===== src/rtl/rate_fb_gen.sv =====
module rate_fb_gen #(
  parameter int TICK_W   = 16,
  parameter int LVL_W    = 8,
  parameter int OUT_W    = 32,
  parameter int NOMINAL  = 8192,
  parameter int RATE_MIN = 7168,
  parameter int RATE_MAX = 9216,
  parameter int LVL_LOW  = 48,
  parameter int LVL_HIGH = 128,
  parameter int STEP     = 256
) (
  input  logic              clk,
  input  logic              rst_n,
  input  logic              req,
  input  logic [TICK_W-1:0] tick_cnt,
  input  logic [LVL_W-1:0]  fill_lvl,
  output logic [OUT_W-1:0]  fb_word,
  output logic              fb_valid
);

  localparam logic [TICK_W-1:0] MIN_T  = TICK_W'(RATE_MIN);
  localparam logic [TICK_W-1:0] MAX_T  = TICK_W'(RATE_MAX);
  localparam logic [OUT_W-1:0]  NOM_O  = OUT_W'(NOMINAL);
  localparam logic [OUT_W-1:0]  STEP_O = OUT_W'(STEP);
  localparam logic [LVL_W-1:0]  LOW_L  = LVL_W'(LVL_LOW);
  localparam logic [LVL_W-1:0]  HIGH_L = LVL_W'(LVL_HIGH);

  logic [TICK_W-1:0] prev_q;
  logic [TICK_W-1:0] delta;
  logic              in_win;
  logic [OUT_W-1:0]  base;
  logic [OUT_W-1:0]  nxt;

  assign delta  = tick_cnt - prev_q;
  assign in_win = (delta >= MIN_T) && (delta <= MAX_T);
  assign base   = in_win ? OUT_W'(delta) : NOM_O;
  assign nxt    = (fill_lvl < LOW_L)  ? base + STEP_O :
                  (fill_lvl > HIGH_L) ? base - STEP_O : base;

  always_ff @(posedge clk) begin
    if (!rst_n) begin
      prev_q   <= '0;
      fb_word  <= '0;
      fb_valid <= 1'b0;
    end else begin
      fb_valid <= req;
      if (req) begin
        prev_q  <= tick_cnt;
        fb_word <= nxt;
      end
    end
  end

endmodule



===== config.mk =====
export PLATFORM = sky130hd
export DESIGN_NAME = rate_fb_gen
export DESIGN_NICKNAME = d
export VERILOG_FILES = /design/src/rtl/rate_fb_gen.sv
export SDC_FILE = /design/constraint.sdc
export NUM_CORES = 1
export LEC_CHECK = 0
export BUFFER_PORTS_ARGS = -buffer_cell sky130_fd_sc_hd__buf_4
export CORE_AREA = 2 2 107 109
export CTS_CLUSTER_DIAMETER = 80
export DETAILED_ROUTE_END_ITERATION = 6
export DIE_AREA = 0 0 109 111
export SYNTH_ARGS = -nofsm -noshare
export SYNTH_HDL_FRONTEND = slang
export SYNTH_SLANG_ARGS = --single-unit

===== constraint.sdc =====
create_clock -name clk -period 4.15 [get_ports clk]
set_clock_uncertainty 0.15 [all_clocks]
set_input_delay 0.415 -clock clk [delete_from_list [all_inputs] [get_ports clk]]
set_output_delay 0.415 -clock clk [all_outputs]
set_load 0.02 [all_outputs]

### Word-level counts from Yosys, hierarchy flattened

Cells that the tools add are included.

| operators by class | value |
|---|---|
| reductions and logical operators | 1 |
| mux-type cells | 3 |
| add/sub/neg operators | 3 |
| $lt $le $gt $ge | 4 |

Operators by type and width:

| kind | count |
|---|---|
| 32-bit two-way mux | 2 |
| 16-bit by 9-bit adder with 17-bit output, second input constant | 1 |
| 16-bit by 9-bit subtractor with 17-bit output, second input constant | 1 |
| 16-bit by 13-bit >= comparator with 1-bit output, second input constant | 1 |
| 16-bit by 14-bit less-or-equal comparator with 1-bit output, second input constant | 1 |
| 16-bit two-way mux | 1 |
| 16-bit subtractor | 1 |
| 8-bit greater-than comparator, second input constant | 1 |
| 8-bit by 6-bit less-than comparator with 1-bit output, second input constant | 1 |
| 1-bit logical AND | 1 |

| word-level totals | value |
|---|---|
| output and inout port bits | 33 |
| register bits | 49 |
| word-level logic and storage cells | 14 |
| input port bits | 27 |

### Longest topological paths before layout

| depth | value |
|---|---|
| depth after elaboration | 7 |
| mapped depth | 18 |
| gate-level depth less buffers | 17 |

### Least setup slack after synthesis

No wires, ideal clock.

| timing | value |
|---|---|
| kind | input to register |
| start point | input tick_cnt[0] |
| end point | register fb_word[12] |
| required time | 3.883 ns |
| path slack | 0.008 ns |
| arrival | 3.875 ns |
| path buffers | 1 |
| library setup time | 0.117 ns |
| stages | 18 |
| cells stage by stage | inv_1 ha_1 fa_1 nand2b_1 a211oi_2 o21bai_1 a221oi_2 xnor2_1 a2111o_1 buf_2 a21oi_1 and2_1 ha_1 nand2_1 nor3_1 nand4_1 a2111o_1 a22o_1 |

| on the way | value |
|---|---|
| cells in the longest elaborated chain, start to end | 7 |
| elaborated cells between the ends (all ways) | 9 |
| classes of those cells | add/sub (3); order compare (2); mux (3); reduce/logical (1) |

Ends and longest elaborated chain:

| element | line | text |
|---|---|---|
| start: declaration | 15 | `input logic [TICK_W-1:0] tick_cnt,` |
| 16-bit subtractor * | 34 | `assign delta = tick_cnt - prev_q;` |
| 16-bit by 13-bit >= comparator with 1-bit output or 16-bit by 14-bit less-or-equal comparator with 1-bit output (tied branches) | 35 | `assign in_win = (delta >= MIN_T) && (delta <= MAX_T);` |
| 1-bit logical AND | 35 |  |
| 16-bit two-way mux * | 36 | `assign base = in_win ? OUT_W'(delta) : NOM_O;` |
| 16-bit by 9-bit subtractor with 17-bit output | 38 | `(fill_lvl > HIGH_L) ? base - STEP_O : base;` |
| 32-bit two-way mux | 38 |  |
| 32-bit two-way mux * | 37 | `assign nxt = (fill_lvl < LOW_L) ? base + STEP_O :` |
| end signal: assignment | 49 | `fb_word <= nxt;` |
| end: declaration | 17 | `output logic [OUT_W-1:0] fb_word,` |

Mark *: on every way between the ends. The rest lies on a longest branch, timed or not.
A chain may end at the register's enable or synchronous reset.

### Final worst setup path

| timing | value |
|---|---|
| start point | register prev_q[0] |
| end point | register fb_word[12] |

| on the way | value |
|---|---|
| cells in the longest elaborated chain, start to end | 7 |
| elaborated cells between the ends (all ways) | 9 |
| classes of those cells | add/sub (3); order compare (2); mux (3); reduce/logical (1) |

Ends and longest elaborated chain:

| element | line | text |
|---|---|---|
| start: declaration | 28 | `logic [TICK_W-1:0] prev_q;` |
| start signal: assignment | 48 | `prev_q <= tick_cnt;` |
| 16-bit subtractor * | 34 |  |
| 16-bit by 13-bit >= comparator with 1-bit output or 16-bit by 14-bit less-or-equal comparator with 1-bit output (tied branches) | 35 |  |
| 1-bit logical AND | 35 |  |
| 16-bit two-way mux * | 36 |  |
| 16-bit by 9-bit subtractor with 17-bit output | 38 |  |
| 32-bit two-way mux | 38 |  |
| 32-bit two-way mux * | 37 |  |

Marked as above.

==> flow_summary.toml <==
[critical_path]
worstSetupEndpointType = "flip-flop"
r2r.worst_path.cells = 16
path_max_fanout = 3
worstPathRequired_ps = 4170
critPathKind = "flip-flop to flip-flop"
start_kind = "flip-flop"
crit_arrival_ps = 3920

[power_and_ir_drop]
power_density_nw_per_um2 = 331
p_switching_uw = 381
intPower_uw = 804
power_uw = 1190
vdd_drop_max_v = 0.000141
seqPwrFrac_pct = 30.4
p_leak_uw = 0.00156
p_clk_share_pct = 36.8
combPwrFrac_pct = 32.8
p_sw_share_pct = 32.2

[timing]
slew_headroom_pct = 53.6
setup_slack_ps = 249
hold_violations = 0
setup_viol_count_final = 0
finalMaxSlewViolations = 0
max_freq_mhz = 256
worst_pin_slew_ps = 691
timing.hold.ws_ps = 225
fin_crit_ps = 3900
period_share_pct = 94.0

[detailed_routing]
post_drt_via_cell_ratio = 4.84
first_iter_violations = 165
drcViolationCount = 0
wl_per_cell_um = 13.5
num_vias = 2633
ant_nets = 0
routed_wl_um = 7340
first_pass_iters = 4

[die]
num_rows = 39
ioPinCount = 60
die_w_um = 109
die_y_um = 111
core_area_um2 = 11100
start_util_pct = 24.1
dieArea_um2 = 12100

[logic_synthesis]
synth_compound_area_share_pct = 25.3
synth-adder-area-share_pct = 8.70
syn-num-nets = 379
yosys.area_share.simple_pct = 20.6
synthCells = 334
synth-seq-area-share_pct = 26.2
synth_area_um2 = 2670
synth.ff_latch_count = 35
yosysWarnings = 0
synth_edf_count = 0
synth_cell_type_count = 56
synth-xor-area-share_pct = 3.28
muxShareOfSynthArea_pct = 6.36
async_flop_share_pct = 0
synth_flop_cell = "dfxtp_1"
avgSynthCellArea_um2 = 8.01
synth_top_family_by_area = "compound AO/OA/AOI/OAI gates"

[placement]
hpwl_um = 5640
portBuffers = 59
gp_congestion = 0.855
dpl_worst_slack_ps = -109

[clocking]
clkSinkCount = 35
ctsLongestPathBuffers = 2
htree_num_levels = 2
path_clk_slew_ps = 60
insertion_delay_ps = 280
cts_root_buf = "clkbuf_16"
cts_made_buffers = 5
cts_tree = "built"
hold_buffers = 0

[status]
status = "finished clean"

[grt]
grt_pass1_vias = 2587
grt_usage_pct = 12.8
grt_pass1_wl_um = 12500
antenna_found_initial = 0
grt_overflow = 0
grt_max_degree = 33

[job]
drv_cap = 0

[cells_and_area]
synthToLayoutAreaGrowth_pct = 33.8
diodes = 0
layout-drive-gt1-share_pct = 29.9
nNetsFinal = 445

[min_path]
hold_depth = 3
hp-class = "primary input to flip-flop"
path summary, 6_finish.rpt:
path | from | endpoint | slack [ps]
setup reg to reg | prev_q[0] | fb_word[12] | 250
hold / removal | tick_cnt[13] | prev_q[13] | 220
setup / recovery | prev_q[0] | fb_word[12] | 250
hold reg to reg | fb_word[4] | fb_word[4] | 310
routing by layer:
metal  global-route usage [%]  part of all wire, %  up-vias  wire [um]
li1                         -                    -     1335          -
met1                     16.5                   46     1214       3380
met2                     21.4                   47       74       3460
met3                     2.23                  5.1       10        375
met4                     3.85                  1.5        0        111
met5                        0                    0        -          0
what timing repair did:
action,in CTS,in global routing
resized for setup,0,17
buffers inserted,0,4
endpoints found under the setup margin,0,2
endpoints found under the hold margin,0,0
power by group through the flow:
stage | combinational (uW) | clock, uW | sequential [uW]
after floorplan | 227 | 0 | 375
after global placement | 364 | 0 | 367
after detailed placement | 367 | 0 | 368
after CTS | 370 | 446 | 361
after global routing | 433 | 461 | 363
final | 389 | 436 | 361
Yosys cell counts (2+ instances only):
| library cell | count | area share (%) |
|---|---|---|
| and3_1 | 13 | 3.0 |
| o21ai_0 | 8 | 1.5 |
| nor2_1 | 31 | 4.4 |
| buf_1 | 2 | 0.28 |
| o21a_1 | 4 | 1.1 |
| nand4_1 | 5 | 1.2 |
| clkbuf_1 | 7 | 0.98 |
| or3_1 | 2 | 0.47 |
| dfxtp_1 | 35 | 26 |
| buf_4 | 14 | 3.9 |
| o211ai_1 | 4 | 1.1 |
| inv_1 | 25 | 3.5 |
| or2_2 | 3 | 0.70 |
| o32a_1 | 2 | 0.75 |
| a21o_1 | 5 | 1.4 |
| nand2b_1 | 3 | 0.70 |
| a21oi_1 | 23 | 4.3 |
| nand3_1 | 6 | 1.1 |
| a211oi_1 | 8 | 2.2 |
| nor2b_1 | 4 | 0.94 |
| xor2_1 | 2 | 0.66 |
| buf_2 | 4 | 0.75 |
| o31ai_1 | 2 | 0.56 |
| ha_1 | 17 | 8.0 |
| mux2i_1 | 17 | 6.4 |
| and2_1 | 3 | 0.70 |
| nor4_1 | 3 | 0.70 |
| xnor2_1 | 8 | 2.6 |
| nor3_1 | 10 | 1.9 |
| o2111ai_1 | 7 | 2.3 |
| a221oi_2 | 2 | 1.1 |
| a2111o_1 | 5 | 2.1 |
| o221ai_1 | 2 | 0.66 |
| nand2_1 | 26 | 3.6 |
through the flow:
stage	utilization (%)	TNS [ps]	instances	instance area, um2
floorplan	-	0	334	2670
global placement	29.9	0	532	3310
detailed placement	29.9	-109	532	3310
CTS	31.4	0	540	3480
global route	32.3	-10.1	544	3580
finish	32.3	0	544	3580
registers in the layout, indices dropped and copies added, names as in the netlist:
name      count
fb_valid      1
prev_q       16
fb_word      18
cell type report:
type | count | area (um2)
Fill cell | 1172 | 7500
Multi-Input combinational cell | 246 | 1790
Sequential cell | 35 | 701
Timing Repair Buffer | 86 | 646
Tap cell | 143 | 179
Clock buffer | 5 | 125
Inverter | 26 | 97.6
Clock inverter | 3 | 43.8
worst max-delay path, cell delays in order (launching register included):
cell	delay, ps
dfxtp_1	310
ha_2	180
fa_2	330
nand2b_4	170
a211oi_4	280
o21bai_2	120
a221oi_2	290
xnor2_1	140
a2111o_1	450
a21oi_2	160
and2_1	140
ha_1	140
nand2_1	80
nor3_2	180
nand4_1	110
a2111o_1	380
a22o_1	180
cells by family (layout without fill, tap and decap cells):
group                    Yosys count  in the layout
XOR/XNOR                          10             10
multiplexers                      17             17
buffers and inverters             53            120
AND/OR/NAND/NOR                  113            113
adder cells (fa/ha/maj)           18             18
AO/OA/AOI/OAI                     88             88
flip-flops                        35             35
cells in the final DEF, fill, tap and decap left out, types with 5 or more instances in the layout:
cell / n
buf_4: 86
dfxtp_1: 35
nor2_1: 29
nand2_1: 26
inv_1: 25
a21oi_1: 19
mux2i_1: 17
ha_1: 15
and3_1: 13
nor3_1: 9
xnor2_1: 8
a211oi_1: 8
o21ai_0: 7
o2111ai_1: 7
nand3_1: 6
nand4_1: 5
a21o_1: 5
a2111o_1: 5
clkbuf_16: 5
No activity file was read; power rests on OpenSTA's default activity.
